===== config.mk =====
export PLATFORM = sky130hd
export DESIGN_NAME = ptr_shift_fifo
export DESIGN_NICKNAME = d
export VERILOG_FILES = /design/src/rtl/shift_fifo_pkg.sv /design/src/rtl/sfifo_cmd_edge.sv /design/src/rtl/sfifo_slots.sv /design/src/rtl/sfifo_ctrl.sv /design/src/rtl/ptr_shift_fifo.sv
export SDC_FILE = /design/constraint.sdc
export NUM_CORES = 1
export LEC_CHECK = 0
export BUFFER_PORTS_ARGS = -buffer_cell sky130_fd_sc_hd__buf_4
export CAP_MARGIN = 20
export CORE_MARGIN = 2
export CORE_UTILIZATION = 55
export CTS_CLUSTER_DIAMETER = 150
export DETAILED_ROUTE_END_ITERATION = 10
export PLACE_DENSITY_LB_ADDON = 0.1
export SLEW_MARGIN = 20
export SYNTH_ARGS = -nofsm -noshare
export SYNTH_HDL_FRONTEND = slang
export SYNTH_SLANG_ARGS = --single-unit

===== constraint.sdc =====
create_clock -name clk -period 14.72 [get_ports clk]
set_clock_uncertainty 0.05 [all_clocks]
set_input_delay 2.208 -clock clk [delete_from_list [all_inputs] [get_ports clk]]
set_output_delay 2.208 -clock clk [all_outputs]
set_load 0.005 [all_outputs]

===== src/rtl/shift_fifo_pkg.sv =====
package shift_fifo_pkg;

  typedef enum logic [1:0] {
    OP_IDLE  = 2'b00,
    OP_FETCH = 2'b01,
    OP_STORE = 2'b10,
    OP_BOTH  = 2'b11
  } sfifo_op_e;

endpackage


===== src/rtl/sfifo_cmd_edge.sv =====
module sfifo_cmd_edge #(
  parameter bit EDGE_MODE = 1'b1
) (
  input  logic clk,
  input  logic rst_n,
  input  logic req_i,
  output logic go_o
);

  generate
    if (EDGE_MODE) begin : g_edge
      logic seen_q;
      logic seen_d;

      always_comb begin
        seen_d = req_i;
      end

      always_ff @(posedge clk or negedge rst_n) begin
        if (!rst_n) seen_q <= 1'b0;
        else        seen_q <= seen_d;
      end

      assign go_o = req_i & ~seen_q;
    end else begin : g_level
      assign go_o = req_i;
    end
  endgenerate

endmodule


===== src/rtl/sfifo_slots.sv =====
module sfifo_slots #(
  parameter int N      = 16,
  parameter int DATA_W = 16,
  localparam int IDX_W = $clog2(N)
) (
  input  logic              clk,
  input  logic              rst_n,
  input  logic              shift_en,
  input  logic              wr_en,
  input  logic [IDX_W-1:0]  wr_idx,
  input  logic [DATA_W-1:0] wr_data,
  output logic [DATA_W-1:0] head_o,
  output logic [DATA_W-1:0] tail_o
);

  // position 0 is the count and lives in the controller
  logic [DATA_W-1:0] slot_w [N];

  assign slot_w[0] = '0;

  generate
    for (genvar i = 1; i < N; i++) begin : g_slot
      logic [DATA_W-1:0] q;
      logic [DATA_W-1:0] d;
      logic              hit;
      logic              ld;

      assign hit = wr_en && (wr_idx == IDX_W'(i));
      assign ld  = shift_en | hit;

      if (i < N - 1) begin : g_mid
        always_comb begin
          d = q;
          if (shift_en) d = slot_w[i+1];
          if (hit)      d = wr_data;
        end
      end else begin : g_last
        always_comb begin
          d = q;
          if (hit) d = wr_data;
        end
      end

      always_ff @(posedge clk or negedge rst_n) begin
        if (!rst_n)  q <= '0;
        else if (ld) q <= d;
      end

      assign slot_w[i] = q;
    end
  endgenerate

  assign head_o = slot_w[1];
  assign tail_o = slot_w[N-1];

endmodule


===== src/rtl/sfifo_ctrl.sv =====
module sfifo_ctrl
  import shift_fifo_pkg::*;
#(
  parameter int N      = 16,
  parameter int DATA_W = 16,
  localparam int CNT_W = $clog2(N)
) (
  input  logic              clk,
  input  logic              rst_n,
  input  logic              wr_go,
  input  logic              rd_go,
  input  logic [DATA_W-1:0] head_i,
  output logic              shift_en,
  output logic              wr_en,
  output logic [CNT_W-1:0]  wr_idx,
  output logic [CNT_W-1:0]  count_o,
  output logic              carry_o,
  output logic [DATA_W-1:0] rd_data_o
);

  localparam logic [CNT_W-1:0] CNT_FULL = CNT_W'(N - 1);

  logic [CNT_W-1:0]  cnt_q, cnt_d;
  logic              carry_q, carry_d;
  logic [DATA_W-1:0] rd_q, rd_d;
  logic              rd_ok, wr_ok, refuse, full;
  sfifo_op_e         op;

  always_comb begin
    full   = (cnt_q == CNT_FULL);
    rd_ok  = rd_go && (cnt_q != '0);
    wr_ok  = wr_go && (!full || rd_ok);
    refuse = wr_go && !wr_ok;
    op     = sfifo_op_e'({wr_ok, rd_ok});

    cnt_d   = cnt_q;
    rd_d    = rd_q;
    carry_d = carry_q;
    wr_idx  = cnt_q + 1'b1;

    unique case (op)
      OP_FETCH: begin
        cnt_d = cnt_q - 1'b1;
        rd_d  = head_i;
      end
      OP_STORE: begin
        cnt_d   = cnt_q + 1'b1;
        carry_d = 1'b0;
      end
      OP_BOTH: begin
        rd_d    = head_i;
        wr_idx  = cnt_q;
        carry_d = 1'b0;
      end
      default: ;
    endcase

    if (refuse) carry_d = 1'b1;

    shift_en = rd_ok;
    wr_en    = wr_ok;
  end

  always_ff @(posedge clk or negedge rst_n) begin
    if (!rst_n) begin
      cnt_q   <= '0;
      carry_q <= 1'b0;
      rd_q    <= '0;
    end else begin
      if (rd_ok | wr_ok)  cnt_q   <= cnt_d;
      if (wr_go)          carry_q <= carry_d;
      if (rd_ok)          rd_q    <= rd_d;
    end
  end

  assign count_o   = cnt_q;
  assign carry_o   = carry_q;
  assign rd_data_o = rd_q;

endmodule


===== src/rtl/ptr_shift_fifo.sv =====
module ptr_shift_fifo #(
  parameter int N         = 16,
  parameter int DATA_W    = 16,
  parameter bit EDGE_MODE = 1'b1,
  localparam int CNT_W    = $clog2(N)
) (
  input  logic              clk,
  input  logic              rst_n,
  input  logic              wr_req,
  input  logic [DATA_W-1:0] wr_data,
  input  logic              rd_req,
  output logic [DATA_W-1:0] rd_data,
  output logic [CNT_W-1:0]  count,
  output logic              empty,
  output logic              carry
);

  logic [1:0]        rst_sync_q;
  logic              rst_sync_n;
  logic              wr_pulse, rd_pulse;
  logic              shift_en, wr_en;
  logic [CNT_W-1:0]  wr_idx;
  logic [DATA_W-1:0] head_word, tail_slot;

  always_ff @(posedge clk or negedge rst_n) begin
    if (!rst_n) rst_sync_q <= 2'b00;
    else        rst_sync_q <= {rst_sync_q[0], 1'b1};
  end
  assign rst_sync_n = rst_sync_q[1];

  sfifo_cmd_edge #(.EDGE_MODE(EDGE_MODE)) u_wr_edge (
    .clk(clk), .rst_n(rst_sync_n), .req_i(wr_req), .go_o(wr_pulse)
  );

  sfifo_cmd_edge #(.EDGE_MODE(EDGE_MODE)) u_rd_edge (
    .clk(clk), .rst_n(rst_sync_n), .req_i(rd_req), .go_o(rd_pulse)
  );

  sfifo_ctrl #(.N(N), .DATA_W(DATA_W)) u_ctrl (
    .clk(clk), .rst_n(rst_sync_n),
    .wr_go(wr_pulse), .rd_go(rd_pulse), .head_i(head_word),
    .shift_en(shift_en), .wr_en(wr_en), .wr_idx(wr_idx),
    .count_o(count), .carry_o(carry), .rd_data_o(rd_data)
  );

  sfifo_slots #(.N(N), .DATA_W(DATA_W)) u_slots (
    .clk(clk), .rst_n(rst_sync_n),
    .shift_en(shift_en), .wr_en(wr_en), .wr_idx(wr_idx), .wr_data(wr_data),
    .head_o(head_word), .tail_o(tail_slot)
  );

  assign empty = (count == '0);

endmodule


# Word-level counts from Yosys, hierarchy flattened
# Cells that the tools add are included.
word_totals:
  regBits: 265
  input_bits: 20
  out_inout_bits: 22
  wordCells: 153
op_classes:
  addsub: 2
  eq_ne: 19
  muxes: 32
  bitwise: 20
  reduce_logical: 59
ops:
  columns: ["cell", "n"]
  rows:
  - ["$mux W16", 28]
  - ["$eq A4 B4 Y1 const B", 9]
  - ["$reduce_and A2 Y1", 18]
  - ["$reduce_bool A2 Y1", 16]
  - ["$logic_and A1 B1 Y1", 18]
  - ["$eq A4 B3 Y1 const B", 4]
  - ["$or A1 B1 Y1", 16]
  - ["$eq A4 B2 Y1 const B", 2]
  - ["$pmux W4 S2", 1]
  - ["$add A4 B1 Y4 const B", 1]
  - ["$eq A2 B2 Y1 const B", 2]
  - ["$eq A4 B1 Y1 const B", 1]
  - ["$logic_not A4 Y1", 1]
  - ["$mux W4", 1]
  - ["$reduce_bool A4 Y1", 1]
  - ["$reduce_or A2 Y1", 2]
  - ["$sub A4 B1 Y4 const B", 1]
  - ["$and A1 B1 Y1", 2]
  - ["$eq A2 B1 Y1 const B", 1]
  - ["$logic_not A1 Y1", 2]
  - ["$mux W1", 2]
  - ["$not A1 Y1", 2]
  - ["$logic_or A1 B1 Y1", 1]

# Depth between registers and ports, before layout
depth:
  word_depth: 11
  ltp_mapped: 17
  mapped_depth_nobuf: 10

# Modules after synthesis
# From an unflattened synthesis, not the netlist that was laid out.
hier_totals:
  cells_unflattened: 869
  area_unflattened_um2: 12969.9
modules_own_cells:
  columns: ["module", "n_inst", "cells_each", "area_each_um2", "seq_area_each_um2"]
  rows:
  - ["sfifo_slots", 1, 789, 11808.8, 6005.8]
  - ["sfifo_ctrl", 1, 72, 1017.2, 525.5]
  - ["sfifo_cmd_edge", 2, 2, 38.8, 25.0]
  - ["ptr_shift_fifo", 1, 4, 66.3, 50.0]

# Least setup slack after synthesis
# OpenSTA, ideal clock, no wires.
synth_path:
  path_kind: "input to register"
  start: "in rd_req"
  end: "reg u_slots.g_slot[1].q[11], in the netlist u_slots.head_o[11]"
  setup_ns: 0.125
  t_arrival_ns: 5.024
  required_ns: 14.545
  setup_slack_ns: 9.521
  stages: 12
  n_path_buf: 4
  cell_sequence: "nor2b_1 -> nand2b_1 -> inv_2 -> buf_2 -> buf_2 -> ha_1 -> buf_2 -> mux2_4 -> a211oi_4 -> nor3b_4 -> buf_6 -> mux2_2"
synth_via:
  elab_chain_cells: 10
  word_cells_on_any_way: 12
  classes_between: "eq/ne (2); mux (2); bitwise (2); reduce/logical (6)"
synth_rtl:
  columns: ["item", "line", "text"]
  rows:
  - ["start: declaration", "ptr_shift_fifo.sv:11", "input logic rd_req,"]
  - ["$and A1 B1 Y1 *", "sfifo_cmd_edge.sv:24", "assign go_o = req_i & ~seen_q;"]
  - ["$logic_and A1 B1 Y1 *", "sfifo_ctrl.sv:31", "rd_ok = rd_go && (cnt_q != '0);"]
  - ["$logic_or A1 B1 Y1", "sfifo_ctrl.sv:32", "wr_ok = wr_go && (!full || rd_ok);"]
  - ["$logic_and A1 B1 Y1", "sfifo_ctrl.sv:32", null]
  - ["$eq A2 B2 Y1", "sfifo_ctrl.sv:41", "unique case (op)"]
  - ["$mux W4", "sfifo_ctrl.sv:41", null]
  - ["$eq A4 B1 Y1", "sfifo_slots.sv:28", "assign hit = wr_en && (wr_idx == IDX_W'(i));"]
  - ["$logic_and A1 B1 Y1", "sfifo_slots.sv:28", null]
  - ["$reduce_bool A2 Y1 (no source line) / $or A1 B1 Y1 (equally long branches)", null, null]
  - ["$reduce_and A2 Y1 (no source line)", null, null]
  - ["end signal: assignment", "sfifo_slots.sv:45", "if (!rst_n) q <= '0;"]
  - ["end signal: assignment", "sfifo_slots.sv:46", "else if (ld) q <= d;"]
  - ["end: declaration", "sfifo_slots.sv:23", "logic [DATA_W-1:0] q;"]
# Mark *: on every way between the ends. The rest lies on a longest branch, timed or not.
# A chain may end at the register's enable or synchronous reset.

# Worst setup path in the final report
layout_path:
  start: "in rd_req"
  end: "reg u_slots.g_slot[15].q[13], in the netlist u_slots.tail_o[13]"
layout_via:
  elab_chain_cells: 10
layout_rtl:
  columns: ["item", "line", "text"]
  rows:
  - ["$and A1 B1 Y1 *", "sfifo_cmd_edge.sv:24", null]
  - ["$logic_and A1 B1 Y1 *", "sfifo_ctrl.sv:31", null]
  - ["$logic_or A1 B1 Y1", "sfifo_ctrl.sv:32", null]
  - ["$logic_and A1 B1 Y1", "sfifo_ctrl.sv:32", null]
  - ["$eq A2 B2 Y1", "sfifo_ctrl.sv:41", null]
  - ["$mux W4", "sfifo_ctrl.sv:41", null]
  - ["$eq A4 B4 Y1", "sfifo_slots.sv:28", null]
  - ["$logic_and A1 B1 Y1", "sfifo_slots.sv:28", null]
  - ["$or A1 B1 Y1", "sfifo_slots.sv:29", "assign ld = shift_en | hit;"]
  - ["$reduce_and A2 Y1 (no source line) *", null, null]
  - ["end signal: assignment", "sfifo_slots.sv:45", null]
  - ["end signal: assignment", "sfifo_slots.sv:46", null]
  - ["end: declaration", "sfifo_slots.sv:23", null]
# Marks and branches as above.

==> summary.txt <==
Placed design
  • Pre-CTS setup slack: between 8000 and 9000 ps
  • Port Buf Inserts: approximately 40
  • DP Cell Count: 1187
  • Hpwl dp: 14400 um
  • Routability congestion estimate: about 0.76

Synthesis
  • Register area share after synthesis: around half
  • Synth Instances: 879
  • Post-synthesis cell type count: 41
  • Combinational family with the most area after synthesis: multiplexers
  • Post-Synth XOR/XNOR Area: 0.464%
  • Flops & latches, synth: between 200 and 300
  • Syn_nets: 903
  • Mean Syn Cell Area: 14.7 sq um
  • Top FF cell, synth: dfrtp_1
  • Post-Synthesis Cell Area: between 10000 and 15000 sq um
  • Ys async rst share: 100%
  • Mux cell area share after synthesis: ~42%
  • Adder-Cell Fraction of Synth Area: 0.387%
  • Compound-cell area share of the yosys netlist: 1.94%
  • EDFF count, synth: 0
  • Post-Synth Simple-Gate Area: approximately 1.3%
  • Synthesis Warnings: 0

STA
  • Slew Viols, Final: 0
  • Crit share post-route: roughly two fifths
  • Count of final setup violators: 0
  • RSZ-0062 raised after global routing: false
  • Worst slew margin: 30.3%
  • Fmax: 175 MHz
  • Endpoints failing hold: 0
  • Worst-margin pin slew: 1040 ps
  • Min cycle time layout: ~5700 ps
  • Worst setup margin: 9020 ps
  • TNS Setup: 0 ps

Worst hold path
  • HP Class: register to async pin

Global route
  • Largest net degree at the start of global routing: 168
  • Vias in the first global route: 7274
  • Global route total overflow: 0
  • Initial antenna violation count: 0
  • First-pass GRT wire length: 38900 um
  • Tot GR Track Use: 19.5%

Status
  • Outcome: completed

Finish
  • Area occupied by multi-input gates: 6000 sq um
  • Share of post-route cells with drive strength above 1: 64.1%
  • Final core utilization: 61.7%
  • N_diodes: 0
  • Layout area overhead: 11.0%
  • Fillcell total: 1771
  • Final net count: 922
  • Register area: 6640 sq um
  • Post-route insts no fill: between 1000 and 1500

Floorplanning
  • Row cnt: 56
  • Die width: 157 um
  • Die area: 24800 sq um
  • Core Region: 23300 sq um
  • I/O pins: 42
  • DIE HEIGHT: 157 um
  • Starting density of the core: 55.6%

Power and ir drop
  • Peak VDD IR: 0.0000861 V
  • Leak Pwr: 6.66 nW
  • Power Density: between 150 and 200 nW/um^2

Clocking
  • Cts repair resizes: 0
  • Root Driver: clkbuf_16
  • Total CTS buffers: 28
  • Clk Latency, worst-skew pair: 520 ps
  • TritonCTS clock tree: built
  • Sinks on Clock Net: 265
  • Clock Pin Slew Worst Setup and Hold Paths: 60 ps
  • Post-CTS Repair Setup Buffers: 0
  • Cts hold-fix bufs: 0
  • CTS H-tree lvls: 1
  • Clk buf depth: 3

Routing
  • Initial DRC Count: 320
  • Pre-antenna DRT Iters: 4
  • Via-to-Cell Ratio: between 5 and 6
  • Routed vias: 6968
  • Total wire length: 23300 um
  • Residual DRC count: 0
  • WL/cell: approximately 19 um
  • Detail Route Antenna Nets: 0

Setup path
  • CP Cell Sequence: buf_4, nor2b_1, nand2b_1, clkinv_8, ha_1, xnor2_1, o211a_1, mux2_2
  • Crit start category: primary input
  • Crit path DAT: 6060 ps
  • CP Capture Type: register
  • Max incr delay on CP: 890 ps
  • Critical path's slowest cell: o211a_1
  • Req. time, crit path: 15070 ps
  • Worst-case reg-to-reg path depth: 9
  • Worst path bufs/invs: 2
  • Crit path kind: primary input to register
  • Worst-path maximum fanout: 167
  • CP top delay family: compound AO/OA/AOI/OAI gates
  • Critical path depth in cells: 8

Run
  • Max cap viols: 0
## worst paths after layout
check | from | endpoint | slack, ps
worst max-delay path | rd_req | u_slots.tail_o[13]$_DFFE_PN0P_ | 9020
worst min-delay path | rst_sync_q[1]$_DFF_PN0_ | u_slots.g_slot[13].q[1]$_DFFE_PN0P_ | 240
worst max register to register | u_ctrl.count_o[0]$_DFFE_PN0P_ | u_slots.tail_o[13]$_DFFE_PN0P_ | 9990
worst min register to register | rst_sync_q[1]$_DFF_PN0_ | u_slots.g_slot[13].q[1]$_DFFE_PN0P_ | 240
max in group asynchronous | rst_sync_q[1]$_DFF_PN0_ | u_slots.head_o[7]$_DFFE_PN0P_ | 11720
min in group clk | rst_sync_q[0]$_DFF_PN0_ | rst_sync_q[1]$_DFF_PN0_ | 300
## sequential cells by signal, summed over array words and instances, names as in the netlist
register                 flops
u_slots.g_slot.q           208
u_ctrl.rd_data_o            16
u_slots.head_o              16
u_slots.tail_o              16
u_ctrl.count_o               4
rst_sync_q                   2
u_ctrl.carry_o               1
u_rd_edge.g_edge.seen_q      1
u_wr_edge.g_edge.seen_q      1
## Yosys cell counts, types with 2 or more instances
cell | instances | area, sq um
a21oi_1 | 4 | 20.0
buf_2 | 38 | 190
buf_4 | 3 | 22.5
clkbuf_1 | 22 | 82.6
dfrtp_1 | 265 | 6630
ha_1 | 4 | 50.1
inv_1 | 3 | 11.3
mux2_1 | 2 | 22.5
mux2_2 | 479 | 5390
nand2_1 | 2 | 7.51
nand2b_1 | 6 | 37.5
nand3b_1 | 2 | 15.0
nor2_1 | 4 | 15.0
nor2b_1 | 2 | 12.5
nor3_2 | 2 | 20.0
o211a_1 | 2 | 20.0
o211ai_1 | 3 | 22.5
o211ai_2 | 9 | 113
o32ai_1 | 2 | 17.5
xnor2_1 | 2 | 17.5
xor2_1 | 3 | 26.3
## cell type report
cell class	instances	area share (%)
tap	319	2.78
clock inverter	5	0.523
sequential	265	46.2
timing repair buffer	53	2.82
inverter	4	0.192
multi-input combinational	546	41.8
clock buffer	44	5.66
## metal layers
layer	vias to the layer above	share of wire, %	routed length [um]	global-route usage (%)
met5	-	0	0	0
met4	0	1.4	317	4.24
met3	26	2.7	627	2.29
met2	80	48	11200	32.1
met1	3615	48	11100	27.9
li1	3247	-	-	-
## power breakdown
group	leakage (nW)	switching (W)	internal, W
clock network	0.433	0.000268	0.000410
logic	2.81	0.000303	0.000581
registers	3.41	0.000175	0.00105
## logic make-up (layout without fill, tap and decap cells)
family,Yosys count,after routing
AOI/OAI and AO/OA,26,26
muxes,483,483
DFF,265,265
other,1,1
buffers and inverters,68,106
xor gates and xnor gates,6,6
adders and majority gates,4,4
and+or+nand+nor,26,26
## per-stage QoR
stage | total power [W] | area [sq um] | hold slack, ps
6_report | 0.00278 | 14400 | 238
5_1_grt | 0.00296 | 14400 | 293
4_1_cts | 0.00281 | 14300 | 250
3_5_place_dp | 0.00212 | 13400 | 243
3_3_place_gp | 0.00205 | 13400 | 235
2_1_floorplan | 0.00192 | 12900 | 281
## cell usage in the layout, fill, tap and decap left out, drive strengths merged, types with 2 or more instances in the layout
| cell type | instances |
|---|---|
| dfrtp | 265 |
| inv | 3 |
| nor2b | 2 |
| o211a | 2 |
| o32ai | 2 |
| nor2 | 4 |
| buf | 53 |
| nand2b | 6 |
| a21oi | 4 |
| clkinv | 4 |
| mux2 | 482 |
| ha | 4 |
| nand3b | 2 |
| bufinv | 2 |
| xnor2 | 2 |
| nor3 | 2 |
| o211ai | 12 |
| nand2 | 2 |
| clkbuf | 44 |
| xor2 | 4 |
No activity file was read; power rests on OpenSTA's default activity.
